## src/rtl/crc_serial_pkg.sv

```systemverilog
package crc_serial_pkg;

  typedef enum logic [1:0] {
    ST_TAKE    = 2'd0,
    ST_FLUSH   = 2'd1,
    ST_VERDICT = 2'd2
  } crc_state_e;

  typedef enum logic {
    MODE_GEN = 1'b0,
    MODE_CHK = 1'b1
  } crc_mode_e;

endpackage

```

## src/rtl/crc_lfsr.sv

```systemverilog
module crc_lfsr #(
  parameter int          W    = 16,
  parameter logic [W-1:0] POLY = 16'h8005
) (
  input  logic         clk,
  input  logic         rst_n,
  input  logic         clr,
  input  logic         shift_en,
  input  logic         fb_en,
  input  logic         din,
  output logic [W-1:0] rem
);

  logic [W-1:0] r_q;
  logic [W-1:0] r_nxt;
  logic         fb;

  // feedback only while dividing; during flush the register shifts with zero fill
  assign fb = fb_en & (din ^ r_q[W-1]);

  for (genvar i = 0; i < W; i++) begin : g_tap
    if (i == 0) begin : g_lsb
      assign r_nxt[0] = fb & POLY[0];
    end else begin : g_up
      assign r_nxt[i] = r_q[i-1] ^ (fb & POLY[i]);
    end
  end

  always_ff @(posedge clk or negedge rst_n) begin
    if (!rst_n) begin
      r_q <= '0;
    end else if (clr) begin
      r_q <= '0;
    end else if (shift_en) begin
      r_q <= r_nxt;
    end
  end

  assign rem = r_q;

endmodule

```

## src/rtl/crc_seq.sv

```systemverilog
module crc_seq
  import crc_serial_pkg::*;
#(
  parameter int W = 16
) (
  input  logic clk,
  input  logic rst_n,
  input  logic clear,
  input  logic mode_chk,
  input  logic in_valid,
  input  logic in_last,
  input  logic out_ready,
  output logic in_ready,
  output logic out_valid,
  output logic out_last,
  output logic chk_done,
  output logic reg_clr,
  output logic shift_en,
  output logic fb_en
);

  localparam int             CW       = (W > 1) ? $clog2(W) : 1;
  localparam logic [CW-1:0]  LAST_IDX = CW'(W - 1);

  crc_state_e    st_q;
  logic [CW-1:0] cnt_q;
  logic          first_q;
  crc_mode_e     mode_q;
  crc_mode_e     mode_eff;
  logic          take;
  logic          beat;

  assign mode_eff = first_q ? crc_mode_e'(mode_chk) : mode_q;
  assign take     = (st_q == ST_TAKE) && in_valid;
  assign beat     = (st_q == ST_FLUSH) && out_ready;

  assign in_ready  = (st_q == ST_TAKE);
  assign out_valid = (st_q == ST_FLUSH);
  assign out_last  = (st_q == ST_FLUSH) && (cnt_q == LAST_IDX);
  assign chk_done  = (st_q == ST_VERDICT);
  assign shift_en  = take | beat;
  assign fb_en     = (st_q == ST_TAKE);
  assign reg_clr   = clear | (st_q == ST_VERDICT);

  always_ff @(posedge clk or negedge rst_n) begin
    if (!rst_n) begin
      st_q    <= ST_TAKE;
      cnt_q   <= '0;
      first_q <= 1'b1;
      mode_q  <= MODE_GEN;
    end else if (clear) begin
      st_q    <= ST_TAKE;
      cnt_q   <= '0;
      first_q <= 1'b1;
    end else begin
      case (st_q)
        ST_TAKE: begin
          if (take) begin
            if (first_q) mode_q <= crc_mode_e'(mode_chk);
            if (in_last) begin
              first_q <= 1'b1;
              cnt_q   <= '0;
              st_q    <= (mode_eff == MODE_CHK) ? ST_VERDICT : ST_FLUSH;
            end else begin
              first_q <= 1'b0;
            end
          end
        end
        ST_FLUSH: begin
          if (beat) begin
            if (cnt_q == LAST_IDX) begin
              st_q  <= ST_TAKE;
              cnt_q <= '0;
            end else begin
              cnt_q <= cnt_q + 1'b1;
            end
          end
        end
        ST_VERDICT: st_q <= ST_TAKE;
        default:    st_q <= ST_TAKE;
      endcase
    end
  end

endmodule

```

## src/rtl/crc_serial.sv

```systemverilog
module crc_serial #(
  parameter int          W    = 16,
  parameter logic [W-1:0] POLY = 16'h8005
) (
  input  logic         clk,
  input  logic         rst_n,
  input  logic         clear_i,
  input  logic         mode_chk_i,
  input  logic         in_valid_i,
  output logic         in_ready_o,
  input  logic         in_bit_i,
  input  logic         in_last_i,
  output logic         out_valid_o,
  input  logic         out_ready_i,
  output logic         out_bit_o,
  output logic         out_last_o,
  output logic         chk_done_o,
  output logic         chk_zero_o,
  output logic [W-1:0] rem_o
);

  logic reg_clr;
  logic shift_en;
  logic fb_en;
  logic [W-1:0] rem;

  crc_seq #(.W(W)) u_seq (
    .clk       (clk),
    .rst_n     (rst_n),
    .clear     (clear_i),
    .mode_chk  (mode_chk_i),
    .in_valid  (in_valid_i),
    .in_last   (in_last_i),
    .out_ready (out_ready_i),
    .in_ready  (in_ready_o),
    .out_valid (out_valid_o),
    .out_last  (out_last_o),
    .chk_done  (chk_done_o),
    .reg_clr   (reg_clr),
    .shift_en  (shift_en),
    .fb_en     (fb_en)
  );

  crc_lfsr #(.W(W), .POLY(POLY)) u_lfsr (
    .clk      (clk),
    .rst_n    (rst_n),
    .clr      (reg_clr),
    .shift_en (shift_en),
    .fb_en    (fb_en),
    .din      (in_bit_i),
    .rem      (rem)
  );

  assign rem_o      = rem;
  assign out_bit_o  = rem[W-1];
  assign chk_zero_o = chk_done_o && (rem == '0);

endmodule

```

## config.mk

```make
export PLATFORM = sky130hd
export DESIGN_NAME = crc_serial
export DESIGN_NICKNAME = d
export VERILOG_FILES = /design/src/rtl/crc_serial_pkg.sv /design/src/rtl/crc_lfsr.sv /design/src/rtl/crc_seq.sv /design/src/rtl/crc_serial.sv
export SDC_FILE = /design/constraint.sdc
export NUM_CORES = 1
export LEC_CHECK = 0
export CAP_MARGIN = 20
export CORE_AREA = 2 2 41 61
export CTS_BUF_LIST = sky130_fd_sc_hd__clkbuf_8
export DETAILED_ROUTE_END_ITERATION = 12
export DIE_AREA = 0 0 43 63
export DONT_BUFFER_PORTS = 1
export PLACE_DENSITY_LB_ADDON = 0.05
export SETUP_SLACK_MARGIN = 0.3
export SLEW_MARGIN = 20
export SYNTH_ARGS = -nofsm -noshare
export SYNTH_HDL_FRONTEND = slang
export SYNTH_SLANG_ARGS = --single-unit
```

## constraint.sdc

```tcl
create_clock -name clk -period 1.9 [get_ports clk]
set_clock_uncertainty 0.05 [all_clocks]
set_input_delay 0.19 -clock clk [delete_from_list [all_inputs] [get_ports clk]]
set_output_delay 0.19 -clock clk [all_outputs]
set_load 0.02 [all_outputs]
```

======== Word-level counts from Yosys, hierarchy flattened ========
Cells that the tools add are included.
cells by class
  add/subtract/negate cells ............... 1
  equality and inequality tests ........... 7
  mux-type cells .......................... 20
  bitwise operators ....................... 7
  reductions and logical operators ........ 14
operators with widths
  cell                 number
  $mux 16              2
  $mux 4               5
  $logic_not 16->1     1
  $mux 2               6
  $pmux 4 s2           1
  $reduce_and 4->1     2
  $ne 3x2->1 const B   2
  $ne 3x3->1 const B   2
  $reduce_bool 2->1    3
  $mux 1               5
  $add 4x1->4 const B  1
  $eq 4x4->1 const B   1
  $logic_and 1x1->1    4
  $pmux 2 s2           1
  $reduce_and 3->1     1
  $reduce_bool 3->1    1
  $xor 1x1->1          3
  $eq 2x1->1 const B   1
  $eq 2x2->1 const B   1
  $logic_not 2->1      1
  $or 1x1->1           2
  $reduce_and 2->1     1
  $and 1x1->1          1
  $not 1->1            1
storage, ports and cells
  flip-flop bits (word level) ............. 24
  bits of input ports ..................... 8
  output and inout bits ................... 22
  logic and storage cells ................. 54

======== Depth between registers and ports, before layout ========
Gate-level depths: netlist (run 1).
  depth in word-level cells ............... 6
  mapped depth ............................ 5

======== Modules after synthesis ========
Synthesis (run 1) repeated with hierarchy kept, for this count alone.
unflattened totals
  cells, all modules ...................... 121
  area total of the unflattened synthesis .. 1,218.7 um^2
by module, submodules not included
  module      instances  cells each  area an instance (um^2)  seq. area each (um^2)
  crc_lfsr    1          62          711.9                    400.4
  crc_seq     1          52          455.4                    201.4
  crc_serial  1          7           51.3                     0.0

======== Least setup slack after synthesis (run 1) ========
Ideal clock, no wire load.
  kind .................................... register to output
  start point ............................. register u_seq.st_q[0]
  end point ............................... output chk_zero_o
  arrival ................................. 1.301 ns
  data required time ...................... 1.660 ns
  slack ................................... 0.359 ns
  stages on the path, launching flop included .. 5
  path buffers ............................ 1
  cells stage by stage .................... dfrtp_1 buf_2 nor2b_1 nand2_1 nor2_1
between the ends
  word-level cells in the longest chain between the ends .. 2
RTL lines
  what                    line              text
  from (decl)             crc_seq.sv:25     crc_state_e st_q;
  from (signal assigned)  crc_seq.sv:63     st_q <= (mode_eff == MODE_CHK) ? ST_VERDICT : ST_FLUSH;
  $eq 2x2->1              crc_seq.sv:40     assign chk_done = (st_q == ST_VERDICT);
  via chk_done_o          crc_serial.sv:17  output logic chk_done_o,
  $logic_and 1x1->1       crc_serial.sv:56  assign chk_zero_o = chk_done_o && (rem == '0);
  to (decl)               crc_serial.sv:18  output logic chk_zero_o,
The timed path passes the listed nets, and every way through them passes these cells.

======== Worst setup path after layout (run 1) ========
  start point ............................. register u_lfsr.r_q[8], in the netlist u_lfsr.rem[8]
  end point ............................... output chk_zero_o
between the ends
  word-level cells in the longest chain between the ends .. 2
RTL lines
  what                    line              text
  from (decl)             crc_lfsr.sv:14    logic [W-1:0] r_q;
  from (signal assigned)  crc_lfsr.sv:35    r_q <= r_nxt;
  $logic_not 16->1        crc_serial.sv:56
  $logic_and 1x1->1       crc_serial.sv:56
No other way between the ends.

==> results of run 1 <==
## worst max-delay path by stage
stage               slack, ns                       start                          to
floorplan                0.36   u_seq.st_q[0]$_DFFE_PN0P_                  chk_zero_o
global placement         0.26   u_seq.st_q[0]$_DFFE_PN0P_  u_seq.cnt_q[1]$_DFFE_PN0P_
detailed placement       0.20   u_seq.st_q[0]$_DFFE_PN0P_   u_lfsr.rem[0]$_DFFE_PN0P_
CTS                      0.23  u_lfsr.rem[11]$_DFFE_PN0P_                  chk_zero_o
global route             0.25   u_lfsr.rem[6]$_DFFE_PN0P_                  chk_zero_o
finish                   0.30   u_lfsr.rem[8]$_DFFE_PN0P_                  chk_zero_o
## kinds of logic after synthesis
group,after synthesis,share of synthesized area
simple gates,31,0.158
compound gates,29,0.213
flops,24,0.525
buf+inv,7,0.0425
xor+xnor,3,0.0229
mux,3,0.0284
fa+ha+maj,1,0.0109
## Yosys cell counts
master    number
a21boi_0       2
buf_4          1
ha_1           1
xor2_1         1
nor2_1         4
nand4b_1       1
o21ai_0        2
xnor2_1        2
nand2_1        3
nor3_1         1
a21boi_2       1
buf_2          3
dfrtp_1       23
and3_1         1
o21ai_1        1
a21o_1         2
nor2_2         2
mux2i_1        1
a41o_1         1
buf_6          2
a22o_1        15
nor4_1         5
nand3b_1       1
a32o_1         1
nor3b_1        1
nor2b_1        2
a311o_1        1
inv_1          1
a21oi_1        2
nand3_1        3
or3_4          1
dfstp_2        1
a21oi_4        1
mux2_1         2
nand2b_1       4
nand4_1        2
## per-layer routing
metal	part of all wire	wire, um	GRT usage	vias to the layer above
li1	-	-	-	390
met1	0.40	996	0.250	413
met2	0.54	1360	0.337	21
met3	0.050	126	0.0376	2
met4	0.0076	19	0.0795	0
met5	0	0	0	-
## critical path, stage by stage (launching register included)
cell and delay [ns]:
dfrtp_2 0.49, nor4_4 0.32, nand3_2 0.13, nor2_4 0.16
## per-stage QoR
stage,area (um2),std cells,total power (uW)
after CTS,1290,126,1010
final,1400,131,1020
after detailed placement,1160,119,691
after global placement,1160,119,686
after floorplan,1150,98,673
after global routing,1400,131,1070
## sequential cells by signal (all words and copies together), names as in the netlist
register       flops
u_lfsr.rem        16
u_seq.cnt_q        4
u_seq.st_q         2
u_seq.first_q      1
u_seq.mode_q       1
## power breakdown
group          internal, uW  switching [uW]
Sequential              533            36.3
Combinational          74.5            84.4
Clock                   144             148
Total                   751             268
## layout make-up
cell class,count,area [um2]
inverters,1,3.75
clock inverters,1,3.75
repair buffers,12,105
well taps,23,28.8
fillers,188,805
clock buffers,3,41.3
flip-flops and latches,24,618
multi-input cells,67,602
## repair_timing
action | 4_1_cts | 5_1_grt
hold buffers | 2 | 1
gates resized for setup | 11 | 19
endpoints found under the hold margin | 26 | 23
setup endpoints to repair | 19 | 12
pin swaps | 1 | 8
setup buffers | 1 | 4
gates cloned | 0 | 0
==> summary.md, run 1 <==
| Metric | Value |
|---|---|
| Fin. Hold Viols | 0 |
| Via count | 826 |
| RSZ-0062 raised after global routing | true |
| H-tree level count | 1 |
| Fin crit period | roughly 1.6 ns |
| Critical setup path kind | flip-flop to output pin |
| Maximum number of pins on one net before global-route repair | 25 |
| Reg2reg end | u_seq.cnt_q[1]$_DFFE_PN0P_ |
| Top Ports | 30 |
| Worst hold slack | 0.0166 ns |
| Setup WS pre-CTS | 0.202 ns |
| CTS buffer count | 3 |
| Hold Path End | u_seq.mode_q$_DFFE_PN0P_ |
| Vias in the first global route | 886 |
| Reg2reg start | u_seq.st_q[0]$_DFFE_PN0P_ |
| Synthesized instance count | a little under 100 |
| Post-synth top area share | 0.502 |
| Area leader, netlist | dfrtp_1 |
| Die height | 63 um |
| Cell Area, Synth | 0.00115 mm2 |
| Final Slew Violations | 0 |
| Initial detailed-routing violation count | 21 |
| Syn_area_per_cell | 11.7 um2 |
| Die width | 43 um |
| Synthesis-to-layout area growth | 22.2% |
| Max frequency | 0.625 GHz |
| HP Class | primary input to flip-flop |
| Core Util, Final | 0.635 |
| Pre-antenna DRT Iters | 4 |
| Worst hold stages | 1 |
| DRC violations left | 0 |
| Clock transition at path regs | 0.08 ns |
| Dpl hpwl | roughly 1700 um |
| Power Dens Cells | 727 mW/mm2 |
| Max VDD drop | 0.000418 V |
| Data arrival time of the worst path | between 1 and 1.5 ns |
| Main area contributors after synthesis | dfrtp_1 50%, a22o_1 11%, nor4_1 2.7%, dfstp_2 2.3%, nand2b_1 2.2% |
| Reg2reg path depth | 4 |
| Leading cell types in the layout, fill and taps excluded | 15 x a22o_1, 13 x dfrtp_2, 10 x dfrtp_1 |
| Setup slack, reg-to-reg | 0.39 ns |
| Syn nets | about 110 |
| Core Rows | 21 |
| Final ANT Viol Nets | 0 |
| P_leak | ~0.00063 uW |
| Synth cell types | 36 |
| Commonest non-fill, non-tap cell in the layout | a22o_1 |
| Share of cells above drive strength 1 | 0.389 |
| DRT Wirelength | 2510 um |
| Count of input and output buffers | 0 |
| Global route total overflow | 0 |
| Worst setup SP type | flip-flop |
| Gp weighted congestion | approximately 0.89 |
| Register area share after synthesis | 0.525 |
| YS warnings | 0 |
| CTS sink cnt | 24 |
| Worst-path fanout max | 4 |
| Status | complete, no violations |
| Max cap viols | 0 |
| Antenna violations before repair | 0 |
| Final setup TNS | 0 ns |
| Wire per inst | 19.1 um |
| GR Util All Layers | 0.201 |
| Required @ worst endpoint | between 1.5 and 2 ns |
| # nets final | 118 |
| Period utilization | 0.842 |
| Min-delay src | mode_chk_i |
| Final setup fails | 0 |
| Antenna Cells | 0 |
| Skew-Pair Late Insertion Delay | between 0.2 and 0.3 ns |
| Die ar. | 0.00271 mm2 |
| Vias per inst | 6.31 |
| Clock root buffer master | clkbuf_8 |
| Longest Clk Path Bufs | 2 |
| Initial cell density of the core | 0.520 |
| Crit. End Element | output pin |
| Core ar. | 0.00221 mm2 |
| Post-synthesis register bit count | 24 |
| First-pass GRT wire length | between 4000 and 5000 um |
| CTS tree | built |
| Tightest Pin Transition | 0.510 ns |
| Slew headroom | 0.660 |
| Fin worst setup slack | 0.299 ns |
Note: power is estimated with default switching activity, not from simulation.
==> run 2, diff against run 1 <==
==> constraint.sdc (replaced) <==
create_clock -name clk -period 1.6 [get_ports clk]
set_clock_uncertainty 0.05 [all_clocks]
set_input_delay 0.16 -clock clk [delete_from_list [all_inputs] [get_ports clk]]
set_output_delay 0.16 -clock clk [all_outputs]
set_load 0.02 [all_outputs]
==> summary.md, run 2 (synthesis results as in run 1) <==
| Metric | Value |
|---|---|
| Worst setup SP type | flip-flop (unchanged) |
| Gp weighted congestion | 0.780 (was 0.888) |
| Status | complete, no violations (unchanged) |
| Longest Clk Path Bufs | 2 (unchanged) |
| Crit. End Element | output pin (unchanged) |
| H-tree level count | 1 (unchanged) |
| Slew headroom | 0.651 (was 0.660) |
| Filler cells | 176 (was 188) |
| Final ANT Viol Nets | 0 (unchanged) |
| Antenna violations before repair | 0 (unchanged) |
| Worst hold slack | 0.0152 ns (was 0.0166 ns) |
| Clock root buffer master | clkbuf_8 (unchanged) |
| Die ar. | 0.00271 mm2 (unchanged) |
| DRC violations left | 0 (unchanged) |
| RSZ-0062 raised after global routing | true (unchanged) |
| HP Class | primary input to flip-flop (unchanged) |
| Leading cell types in the layout, fill and taps excluded | 20 x buf_4, 18 x dfrtp_1, 15 x a22o_1 (was 15 x a22o_1, 13 x dfrtp_2, 10 x dfrtp_1) |
| Die height | 63 um (unchanged) |
| P_leak | 0.000774 uW (was 0.000632 uW) |
| Count of input and output buffers | 0 (unchanged) |
| Via count | 940 (was 826) |
| Pre-antenna DRT Iters | 4 (unchanged) |
| Core Rows | 21 (unchanged) |
| Max frequency | 0.647 GHz |
| Initial detailed-routing violation count | 13 (was 21) |
| Vias per inst | 6.23 (was 6.31) |
| Setup WS pre-CTS | 0.0147 ns (was 0.202 ns) |
| Required @ worst endpoint | 1.39 ns (was 1.66 ns) |
| Skew-Pair Late Insertion Delay | 0.26 ns (about the same) |
| Vias in the first global route | 1058 (was 886) |
| CTS sink cnt | 24 (unchanged) |
| Critical setup path kind | flip-flop to output pin (unchanged) |
| Top Ports | 30 (unchanged) |
| DRT Wirelength | 2900 um (was 2510 um) |
| Core ar. | 0.00221 mm2 (unchanged) |
| Fin crit period | 1.55 ns |
| Max VDD drop | 0.000788 V (was 0.000418 V) |
| Global route total overflow | 0 (unchanged) |
| Tightest Pin Transition | 0.524 ns (was 0.510 ns) |
| Worst-path fanout max | 4 (unchanged) |
| Synthesis-to-layout area growth | 41.2% (was 22.2%) |
| Clock transition at path regs | 0.08 ns (about the same) |
| Max reg flops | 16 (unchanged) |
| CTS tree | built (unchanged) |
| Commonest non-fill, non-tap cell in the layout | buf_4 (was a22o_1) |
| Final Slew Violations | 0 (unchanged) |
| CTS buffer count | 3 (unchanged) |
| Data arrival time of the worst path | 1.34 ns (was 1.36 ns) |
| Core Util, Final | 0.734 (was 0.635) |
| Wire per inst | 19.2 um (was 19.1 um) |
| Period utilization | 0.966 |
| Dpl hpwl | 1890 um (was 1720 um) |
| Die width | 43 um (unchanged) |
| # nets final | 138 (was 118) |
| Power Dens Cells | 824 mW/mm2 (was 727 mW/mm2) |
| Initial cell density of the core | 0.520 (unchanged) |
| Fin. Hold Viols | 0 (unchanged) |
| Fin worst setup slack | 0.0547 ns (was 0.299 ns) |
| Maximum number of pins on one net before global-route repair | 25 (unchanged) |
| Max cap viols | 0 (unchanged) |
| Antenna Cells | 0 (unchanged) |
| First-pass GRT wire length | 4700 um (was 4130 um) |
| Share of cells above drive strength 1 | 0.492 (was 0.389) |
| Final setup TNS | 0 ns (unchanged) |
| GR Util All Layers | 0.227 (was 0.201) |
| Final setup fails | 0 (unchanged) |
## run 2: worst max-delay path: stages, from the launching register on
cell,delay [ns]
dfrtp_2,0.49
nor4_4,0.23
nand3_1,0.10
nor2_1,0.11
buf_4,0.15
## run 2: area by class of cell
class                           count  area, um2  area share
Multi-Input combinational cell     67        627       0.387
Sequential cell                    24        608       0.375
Clock buffer                        4       55.1      0.0340
Tap cell                           23       28.8      0.0178
Inverter                            1       3.75     0.00232
Timing Repair Buffer               32        298       0.184
## run 2: worst paths after layout
| check | start | end | slack, ns | cells after the start |
|---|---|---|---|---|
| max | u_lfsr.rem[7]$_DFFE_PN0P_ | chk_zero_o | 0.05 | 4 |
| max reg2reg | u_seq.st_q[0]$_DFFE_PN0P_ | u_lfsr.rem[9]$_DFFE_PN0P_ | 0.13 | 4 |
| min in group asynchronous | rst_n | u_seq.cnt_q[2]$_DFFE_PN0P_ | 0.37 | 2 |
| min | in_last_i | u_seq.first_q$_DFFE_PN1P_ | 0.02 | 1 |
| min reg2reg | u_seq.mode_q$_DFFE_PN0P_ | u_seq.mode_q$_DFFE_PN0P_ | 0.48 | 1 |
| max in group asynchronous | rst_n | u_seq.st_q[0]$_DFFE_PN0P_ | 0.74 | 2 |
## run 2: power breakdown
group	internal, uW	leakage [uW]	switching (uW)
logic	140	0.000426	137
registers	631	0.000319	23.9
clock network	219	0.0000288	183
## run 2: what timing repair did
| item | CTS | global route |
|---|---|---|
| setup buffers | 6 | 3 |
| gates cloned | 0 | 1 |
| gates resized for setup | 21 | 18 |
| endpoints found under the setup margin | 26 | 27 |
| hold buffers | 3 | 1 |
| pin swaps | 10 | 11 |
| endpoints found under the hold margin | 27 | 23 |
## run 2: routing by layer
layer	global-route usage	up-vias	routed length, um
met5	0	-	0
met4	0.0871	0	78
met3	0.0520	8	179
met2	0.403	38	1600
met1	0.256	464	1040
li1	-	430	-
## run 2: through the flow
| step | power (uW) | instances | area (um2) |
|---|---|---|---|
| after floorplan | 805 | 98 | 1160 |
| after global routing | 1390 | 151 | 1620 |
| after global placement | 847 | 133 | 1280 |
| after CTS | 1310 | 146 | 1490 |
| after detailed placement | 853 | 133 | 1280 |
| final | 1330 | 151 | 1620 |
